<file path="src/rtl/sms_pkg.sv">
package sms_pkg;
  typedef enum logic [1:0] {
    MODE_SLOW = 2'd0,
    MODE_FAST = 2'd1,
    MODE_PART = 2'd2,
    MODE_WAVE = 2'd3
  } sms_mode_e;
endpackage

</file>
<file path="src/rtl/sms_release.sv">
// Release level of a threshold: thr - (thr >> SHIFT), i.e. thr reduced by 1/2^SHIFT.
module sms_release #(
  parameter int W     = 8,
  parameter int SHIFT = 3
) (
  input  logic [W-1:0] thr,
  output logic [W-1:0] rel
);
  always_comb begin
    rel = thr - (thr >> SHIFT);
  end
endmodule

</file>
<file path="src/rtl/sms_level_cmp.sv">
// Per-level comparator: strict-greater climb flag and at-or-below release flag.
module sms_level_cmp #(
  parameter int W     = 8,
  parameter int SHIFT = 3
) (
  input  logic [W-1:0] eval_val,
  input  logic [W-1:0] thr,
  output logic         above,
  output logic         below
);
  logic [W-1:0] rel_lvl;

  sms_release #(.W(W), .SHIFT(SHIFT)) u_rel (
    .thr (thr),
    .rel (rel_lvl)
  );

  always_comb begin
    above = (eval_val > thr);
    below = (eval_val <= rel_lvl);
  end
endmodule

</file>
<file path="src/rtl/sms_next_state.sv">
// Next-mode decision. Priority: go_slow, mem_full, go_fast (slow only), sample.
module sms_next_state
  import sms_pkg::*;
(
  input  sms_mode_e  cur,
  input  logic [1:0] above,    // [0] particle level, [1] wave level
  input  logic [1:0] below,
  input  logic       eval_vld,
  input  logic       mem_full,
  input  logic       go_slow,
  input  logic       go_fast,
  output sms_mode_e  nxt
);
  always_comb begin
    nxt = cur;
    if (go_slow) begin
      nxt = MODE_SLOW;
    end else begin
      unique case (cur)
        MODE_SLOW: begin
          if (go_fast) nxt = MODE_FAST;
        end
        MODE_FAST: begin
          if (eval_vld && above[0]) nxt = MODE_PART;
        end
        MODE_PART: begin
          if (mem_full)                    nxt = MODE_FAST;
          else if (eval_vld && above[1])   nxt = MODE_WAVE;
          else if (eval_vld && below[0])   nxt = MODE_FAST;
        end
        MODE_WAVE: begin
          if (mem_full)                    nxt = MODE_PART;
          else if (eval_vld && below[1])   nxt = MODE_PART;
        end
        default: nxt = MODE_SLOW;
      endcase
    end
  end
endmodule

</file>
<file path="src/rtl/sms_mode_sel.sv">
module sms_mode_sel
  import sms_pkg::*;
#(
  parameter int EVAL_W    = 8,
  parameter int REL_SHIFT = 3
) (
  input  logic              clk,
  input  logic              rst_n,
  input  logic [EVAL_W-1:0] eval_val,
  input  logic              eval_vld,
  input  logic [EVAL_W-1:0] pb_thresh,
  input  logic [EVAL_W-1:0] wb_thresh,
  input  logic              go_fast,
  input  logic              go_slow,
  input  logic              mem_full,
  output logic [1:0]        mode
);
  localparam int LEVELS = 2;

  // reset: asserted asynchronously, released on the clock
  logic [1:0] rst_sync_q;
  logic       rst_s_n;

  always_ff @(posedge clk or negedge rst_n) begin
    if (!rst_n) rst_sync_q <= 2'b00;
    else        rst_sync_q <= {rst_sync_q[0], 1'b1};
  end
  assign rst_s_n = rst_sync_q[1];

  // per-level comparisons
  logic [LEVELS-1:0][EVAL_W-1:0] thr_lvl;
  logic [LEVELS-1:0]             above_lvl;
  logic [LEVELS-1:0]             below_lvl;

  assign thr_lvl[0] = pb_thresh;
  assign thr_lvl[1] = wb_thresh;

  for (genvar gi = 0; gi < LEVELS; gi++) begin : g_lvl
    sms_level_cmp #(.W(EVAL_W), .SHIFT(REL_SHIFT)) u_cmp (
      .eval_val (eval_val),
      .thr      (thr_lvl[gi]),
      .above    (above_lvl[gi]),
      .below    (below_lvl[gi])
    );
  end

  // next state
  sms_mode_e mode_q;
  sms_mode_e mode_d;
  logic      mode_en;

  sms_next_state u_nxt (
    .cur      (mode_q),
    .above    (above_lvl),
    .below    (below_lvl),
    .eval_vld (eval_vld),
    .mem_full (mem_full),
    .go_slow  (go_slow),
    .go_fast  (go_fast),
    .nxt      (mode_d)
  );

  assign mode_en = eval_vld | mem_full | go_slow | go_fast;

  // register
  always_ff @(posedge clk or negedge rst_s_n) begin
    if (!rst_s_n)     mode_q <= MODE_SLOW;
    else if (mode_en) mode_q <= mode_d;
  end

  assign mode = mode_q;
endmodule

</file>
<file path="config.mk">
export PLATFORM = sky130hd
export DESIGN_NAME = sms_mode_sel
export DESIGN_NICKNAME = d
export VERILOG_FILES = /design/src/rtl/sms_pkg.sv /design/src/rtl/sms_release.sv /design/src/rtl/sms_level_cmp.sv /design/src/rtl/sms_next_state.sv /design/src/rtl/sms_mode_sel.sv
export SDC_FILE = /design/constraint.sdc
export NUM_CORES = 1
export LEC_CHECK = 0
export ABC_AREA = 1
export BUFFER_PORTS_ARGS = -buffer_cell sky130_fd_sc_hd__buf_2
export CAP_MARGIN = 20
export CORE_ASPECT_RATIO = 1.5
export CORE_MARGIN = 3
export CORE_UTILIZATION = 38
export CTS_BUF_LIST = sky130_fd_sc_hd__clkbuf_8
export DETAILED_ROUTE_END_ITERATION = 8
export PLACE_DENSITY_LB_ADDON = 0.08
export SLEW_MARGIN = 20
export SYNTH_ARGS = -nofsm -noshare
export SYNTH_HDL_FRONTEND = slang
export SYNTH_SLANG_ARGS = --single-unit
</file>
<file path="constraint.sdc">
create_clock -name clk -period 0.8 [get_ports clk]
set_input_delay 0.12 -clock clk [delete_from_list [all_inputs] [get_ports clk]]
set_output_delay 0.12 -clock clk [all_outputs]
set_load 0.02 [all_outputs]
</file>
# ---- After elaboration in Yosys (flattened, before gate mapping)
# Cells that the tools add are included.
dict set report totals {
  output_inout_bits 2
  in_bits 30
  ram_bits 0
  mem_count 0
  word_cells 33
  regBits 4
  latch_bits 0
  rom_bits 0
}
dict set report op_classes {
  shift 0
  magnitude_cmp 4
  eq_ne 7
  multipliers 0
  n_mux 9
  addsub 2
  div 0
  reduce_logical 6
  bitwise 3
}
# operator n
set ops {}
lappend ops {{$gt A8 B8 Y1} 2}
lappend ops {{$le A8 B8 Y1} 2}
lappend ops {{$mux W2} 8}
lappend ops {{$sub A8 B5 Y8} 2}
lappend ops {{$pmux W2 S4} 1}
lappend ops {{$ne A5 B3 Y1 const B} 1}
lappend ops {{$reduce_and A5 Y1} 1}
lappend ops {{$eq A2 B2 Y1 const B} 2}
lappend ops {{$logic_and A1 B1 Y1} 4}
lappend ops {{$ne A4 B3 Y1 const B} 1}
lappend ops {{$ne A3 B2 Y1 const B} 1}
lappend ops {{$ne A3 B3 Y1 const B} 1}
lappend ops {{$or A1 B1 Y1} 3}
lappend ops {{$eq A2 B1 Y1 const B} 1}
lappend ops {{$logic_not A2 Y1} 1}

# ---- Longest topological paths before layout
# Gate-level depths: netlist (run 1).
dict set report logic_depth {
  depth_word 8
  mapped_depth 23
  mapped_depth_nobuf 23
}

# ---- Cells and area by module
# Synthesis (run 1) repeated with hierarchy kept, for this count alone.
dict set report unflattened {
  hier_cells 261
  hier_area_um2 1600.3
}
# mod cells_each area_each_um2 seq_area_each_um2 n_inst
set modules_own_cells {}
lappend modules_own_cells {sms_level_cmp 68 421.7 0.0 2}
lappend modules_own_cells {sms_release 44 256.5 0.0 2}
lappend modules_own_cells {sms_mode_sel 14 145.1 100.1 1}
lappend modules_own_cells {sms_next_state 23 98.8 0.0 1}

# ---- Least setup slack after synthesis (run 1)
# OpenSTA, ideal clock, no wires.
dict set report synth_path {
  kind {input-to-reg}
  start {in wb_thresh[0]}
  end {reg mode_q[0] (netlist: mode[0])}
  path_stages 20
  arrival_ps 2151
  setup_slack_ps -1468
  n_path_buf 0
  required_ps 683
  setup_ps 117
  path_cell_list {inv_1 ha_1 inv_1 fa_1 nand2_1 nand2_1 a21oi_1 o211ai_1 xor2_1 inv_1 ha_1 nand2_1 nor2_1 nand2_1 nand2_1 a21oi_1 nand2_1 nand2_1 nand3_1 nand2_1}
}
dict set report synth_via {
  elab_chain_len 6
  word_cells_on_any_way 12
  cone_classes {add/sub: 1; order compare: 2; eq/ne: 2; mux: 4; reduce/logical: 3}
}
# item line
set synth_rtl {}
lappend synth_rtl {{start: declaration} sms_mode_sel.sv:12} ;# input logic [EVAL_W-1:0] wb_thresh,
lappend synth_rtl {{parallel branches: the longest is 6 deep, another holds $sub A8 B5 Y8} -}
lappend synth_rtl {{end signal: assignment} sms_mode_sel.sv:68} ;# else if (mode_en) mode_q <= mode_d;
lappend synth_rtl {{end: declaration} sms_mode_sel.sv:48} ;# sms_mode_e mode_q;
# Parallel ways; which one is timed is not known.
# A chain may end at the register's enable or synchronous reset.

# ---- Worst setup path after layout (run 1)
# Same ends and word-level chain as after synthesis.

==> flow_metrics.tcl, run 1 <==
set metrics [dict create \
    cts.sinks 4 \
    seqCellArea_um2 100.1 \
    cts_buffer_depth 2 \
    p_leak_nw 1.272 \
    clock_skew_ps 4.213 \
    antenna_cells 0 \
    finalCriticalPeriod_ps 2185 \
    grt_pass1_vias 1592 \
    synthFlopType "dfrtp_1" \
    yosysMostFrequentCell "nand2_1" \
    power_density_nw_per_um2 1124 \
    grt_antenna_before_repair 0 \
    place_inst 339 \
    fp.dieW_um 56.74 \
    track_usage_pct 16.69 \
    cp_top_family "adder cells" \
    die-height_um 82.12 \
    grt_start_max_net_pins 6 \
    setup_viol 4 \
    syn-cell-area_um2 1468 \
    fin_ws_ps -1385 \
    cts_tree "yes" \
    status "finished, violations left" \
    worstPathCellList "buf_2, inv_2, ha_4, inv_2, fa_2, nand2_1, nand2_1, a21oi_2, o211ai_1, xor2_1, inv_1, ha_4, nand2_2, a21oi_2, nor2_2, nand2_1, nand2_1, nand2_1, nand4_1, nand2_1, inv_1, nand2_1" \
    wl_per_cell_um 10.66 \
    drtPass1Iterations 4 \
    endpoint_kind "flip-flop" \
    viasPerCell 4.687 \
    synth_top_area_share_pct 35.81 \
    cts_buffers 3 \
    critPathMaxStageDelay_ps 330 \
    fmax_mhz 457.6 \
    final_area_um2 2211 \
    gr-total-overflow 0 \
    cts.htree.levels 1 \
    fp.coreArea_um2 3682 \
    max_cap_violations 0 \
    async_flop_share_pct 100.0 \
    cpMostUsedCell "nand2_1" \
    yosys-top-cells-count "nand2_1, inv_1, ha_1" \
    worst-path-buf-inv 5 \
    drtAntennaViolNets 0 \
    pre_cts_slack_ps -1668 \
    syn_to_final_growth_pct 50.64 \
    rows 27 \
    crit_path_top_delay_cell "fa_2" \
    worst-setup-path-type "in -> reg" \
    clkTransAtPathRegs_ps 30 \
    hold_slack_ps 20.07 \
    critPathMaxFanout 2 \
    vias 1631 \
    rsz0062_at_grt "true" \
    synth.avg_cell_area_um2 6.581 \
    dpl_cell_area_um2 2052 \
    ir_worst_vdd_mv 1.565 \
    ys_warn_count 0 \
    hold_viol_final 0 \
    power_mw 2.486 \
    slew_violations 0 \
    gp_congestion 0.7823 \
    yosysUniqueCellTypes 23 \
    clk-insertion-delay-late_ps 220 \
    violations "negative setup slack" \
    cp.required_ps 950 \
    syn_inst 223 \
    final_cells 348 \
    io_buffers 31 \
    ys_seq_area_share_pct 6.820 \
    synth_nets 297 \
    layout-drive-gt1-share_pct 35.41 \
    multi_input_area_um2 1303 \
    design.die.area_um2 4659 \
    synth_top_cell_by_area "ha_1" \
    cts_root_buffer "clkbuf_8" \
    wirelength_mm 3.711 \
    synth.area.top_cells "ha_1, nand2_1, inv_1, dfrtp_1, a21oi_1" \
    num_io_pins 32 \
    startpoint_type "primary input" \
    layout.nets 381 \
    synth_edf_count 0 \
    hpwl_mm 3.289 \
    worst_ep_arrival_time_ps 2340 \
    period_share_pct 273.1 \
    hold_path_class "reg -> async" \
    route.detailed.drc 0 \
    ys_ff_latch 4 \
    grt_pass1_wl_mm 6.292 \
    initial_core_util_pct 39.86 \
    first_iter_violations 27 \
    fillCellCount 370 \
]
[report_power, final]
part	internal (mW)	total, mW	switching, mW
Sequential	0.243	0.288	0.0441
Combinational	0.892	1.78	0.886
Clock	0.320	0.421	0.100
[worst reg2reg max path: stages (launching register included)]
cell	delay, ps
dfrtp_1	390
inv_1	130
nand2_1	80
a21oi_2	100
nand2_1	60
nand2_1	50
nand2_1	60
nand3_1	70
nand2_1	50
[layout by cell type, fill, tap and decap left out, drive strengths merged, types with 2 or more instances in the layout]
cell | Yosys | layout
o21ai | 5 | 5
nand3 | 3 | 3
nor3 | 2 | 2
xnor2 | 4 | 4
dfrtp | 4 | 4
buf | 0 | 78
a21o | 2 | 2
nand4 | 3 | 3
a21oi | 21 | 21
ha | 42 | 42
nor2 | 16 | 16
clkinvlp | 0 | 2
xor2 | 7 | 7
nand2 | 62 | 62
o21a | 2 | 2
fa | 2 | 2
inv | 43 | 41
clkbuf | 0 | 3
o21bai | 2 | 2
[repair_timing]
item / in CTS / in global routing
hold buffers: 1 / 0
gates cloned: 0 / 0
setup buffers: 2 / 4
setup endpoints to repair: 4 / 4
resized for setup: 9 / 11
pin swaps: 0 / 2
hold endpoints to repair: 2 / 0
[flip-flops by register name, indices dropped and copies added (netlist names)]
| register | flops |
|---|---|
| rst_sync_q | 2 |
| mode | 2 |
[logic make-up (layout without fill, tap and decap cells)]
family	count (synthesis)	in the layout	share of synthesized area, %
xor gates and xnor gates	11	11	6.564
DFF	4	4	6.820
other	1	1	0.2555
adders and majority gates	44	44	38.53
AOI/OAI and AO/OA	34	34	13.73
and+or+nand+nor	86	86	23.10
buffers and inverters	43	125	11.00
[metrics by stage]
step	TNS [ps]	util, %
CTS	-3209	58.10
finish	-3149	60.04
detailed placement	-3317	55.73
global placement	-3289	55.73
floorplan	-2661	-
global route	-3588	60.04
[final timing paths]
kind                            endpoint  slack, ps     startpoint  cells past startpoint
min in group clk                 mode[1]        230       mem_full                      4
max                              mode[0]      -1390   wb_thresh[0]                     22
min reg2reg                      mode[0]         20  rst_sync_q[1]                      0
max reg2reg                      mode[0]       -310        mode[0]                      8
min                              mode[0]         20  rst_sync_q[1]                      0
max in group asynchronous  rst_sync_q[0]        480          rst_n                      2
[cell type report]
type | instances | share of cell area [%]
multi-input cells | 176 | 58.91
flip-flops and latches | 4 | 4.527
well taps | 43 | 2.434
inverters | 43 | 7.640
clock buffers | 3 | 1.868
repair buffers | 79 | 24.62
[metal layers]
layer | vias up | track usage [%] | routed length [µm]
li1 | 879 | - | -
met1 | 728 | 17.19 | 1424
met2 | 22 | 36.00 | 2170
met3 | 2 | 2.333 | 98
met4 | 0 | 1.392 | 18
met5 | - | 0 | 0
No activity file was read; power rests on OpenSTA's default activity.
==> run 2: changes to the inputs <==
--- a/config.mk
+++ b/config.mk
@@ -8,11 +8,15 @@
 export ABC_AREA = 1
 export BUFFER_PORTS_ARGS = -buffer_cell sky130_fd_sc_hd__buf_2
 export CAP_MARGIN = 20
+export CELL_PAD_IN_SITES_DETAIL_PLACEMENT = 0
+export CELL_PAD_IN_SITES_GLOBAL_PLACEMENT = 1
 export CORE_ASPECT_RATIO = 1.5
 export CORE_MARGIN = 3
-export CORE_UTILIZATION = 38
+export CORE_UTILIZATION = 36
 export CTS_BUF_LIST = sky130_fd_sc_hd__clkbuf_8
 export DETAILED_ROUTE_END_ITERATION = 8
+export GPL_ROUTABILITY_DRIVEN = 0
+export MAX_ROUTING_LAYER = met4
 export PLACE_DENSITY_LB_ADDON = 0.08
 export SLEW_MARGIN = 20
 export SYNTH_ARGS = -nofsm -noshare
==> flow_metrics.tcl, run 2 (synthesis results as in run 1) <==
set metrics [dict create \
    status "finished, violations left" \
    violations "negative setup slack" \
    final_cell_mix "nand2_1, buf_4, ha_1" \
    antenna_cells 0 \
    wirelength_mm 3.679 \
    endpoint_kind "flip-flop" \
    cp_top_family "adder cells" \
    worst-path-buf-inv 5 \
    grt_start_max_net_pins 6 \
    rsz0062_at_grt "true" \
    wl_per_cell_um 10.60 \
    hold_viol_final 0 \
    hpwl_mm 3.362 \
    drtAntennaViolNets 0 \
    cts_root_buffer "clkbuf_8" \
    first_iter_violations 10 \
    crit_path_top_delay_cell "fa_2" \
    dpl_cell_area_um2 2067 \
    startpoint_type "primary input" \
    io_buffers 31 \
    drtPass1Iterations 4 \
    syn_to_final_growth_pct 47.49 \
    power_density_nw_per_um2 1125 \
    setup_viol 4 \
    final_cells 347 \
    worstPathCellList "buf_2, inv_2, ha_4, inv_2, fa_2, nand2_1, nand2_1, a21oi_2, o211ai_1, xor2_1, inv_1, ha_1, nand2_1, a21oi_1, nor2_1, nand2_1, nand2_1, nand2_1, nand4_1, nand2_1, inv_1, nand2_1" \
    die-height_um 84.20 \
    design.die.area_um2 4895 \
    power_mw 2.436 \
    clk-insertion-delay-late_ps 210 \
    layout.cells.most_common "nand2_1" \
    clkTransAtPathRegs_ps 30 \
    gr-total-overflow 0 \
    pre_cts_slack_ps -1653 \
    initial_core_util_pct 38.79 \
    worst_ep_arrival_time_ps 2310 \
    period_share_pct 276.4 \
    cts_tree "yes" \
    fin_ws_ps -1411 \
    cts.sinks 4 \
    fp.dieW_um 58.14 \
    cts_buffers 3 \
    critPathMaxFanout 2 \
    vias 1601 \
    route.detailed.drc 0 \
    fmax_mhz 452.2 \
    fillCellCount 396 \
    critPathMaxStageDelay_ps 330 \
    p_leak_nw 1.265 \
    hold_path_class "reg -> async" \
    grt_pass1_wl_mm 6.520 \
    max_cap_violations 0 \
    viasPerCell 4.614 \
    layout-drive-gt1-share_pct 32.57 \
    hold_slack_ps 27.61 \
    rows 27 \
    place_inst 341 \
    track_usage_pct 16.96 \
    cp.required_ps 900 \
    cts.htree.levels 1 \
    ir_worst_vdd_mv 0.8349 \
    worst-setup-path-type "in -> reg" \
    clock_skew_ps 2.040 \
    final_area_um2 2165 \
    cpMostUsedCell "nand2_1" \
    fp.coreArea_um2 3784 \
    grt_antenna_before_repair 0 \
    cts_buffer_depth 2 \
    finalCriticalPeriod_ps 2211 \
    grt_pass1_vias 1626 \
    slew_violations 0 \
    num_io_pins 32 \
    layout.nets 380 \
]
## run 2: changes by cell type in the layout (fill, tap and decap cells not counted)
cell     before  now
nor2_4        1    0
a21oi_2       6    5
a21oi_1      15   16
ha_4          4    3
nor2_1       12   14
buf_4        45   43
nor2_2        3    2
nand2_1      58   62
buf_2        28   29
nand2_2       4    0
ha_1         38   39
## run 2: what timing repair did
item	in CTS	in global routing
hold endpoints to repair	2	0
endpoints found under the setup margin	4	4
buffers inserted	0	2
gates resized for setup	6	4
cloned	0	0
hold buffers	1	0
## run 2: final timing paths
| check | depth (start not counted) | endpoint | slack (ps) | from |
|---|---|---|---|---|
| setup / recovery | 22 | mode[0] | -1410 | wb_thresh[0] |
| hold / removal | 0 | mode[1] | 30 | rst_sync_q[1] |
| setup reg to reg | 8 | mode[0] | -320 | mode[0] |
| hold reg to reg | 0 | mode[1] | 30 | rst_sync_q[1] |
| max in group asynchronous | 2 | rst_sync_q[1] | 490 | rst_n |
| min in group clk | 4 | mode[1] | 240 | mem_full |
## run 2: power breakdown
| part | internal [mW] | switching (mW) |
|---|---|---|
| clock network | 0.320 | 0.0953 |
| logic | 0.879 | 0.861 |
| registers | 0.244 | 0.0372 |
| total | 1.44 | 0.993 |
## run 2: metrics by stage
step	util (%)	TNS, ps
after CTS	56.51	-3228
after detailed placement	54.63	-3271
after global placement	54.63	-3285
final	57.21	-3245
after global routing	57.21	-3682
after floorplan	-	-2661
## run 2: area by class of cell
cell class / instances / area (µm²) / area share (%)
Sequential cell: 4 / 100.1 / 4.624
Clock buffer: 3 / 41.29 / 1.908
Timing Repair Buffer: 78 / 534.3 / 24.68
Multi-Input combinational cell: 176 / 1266 / 58.50
Inverter: 43 / 168.9 / 7.803
Tap cell: 43 / 53.80 / 2.486
## run 2: metal layers
metal / track usage, % / part of all wire (%)
met1: 17.01 / 39
met2: 33.23 / 57
met3: 1.692 / 2.2
met4: 4.430 / 1.6
met5: - / 0
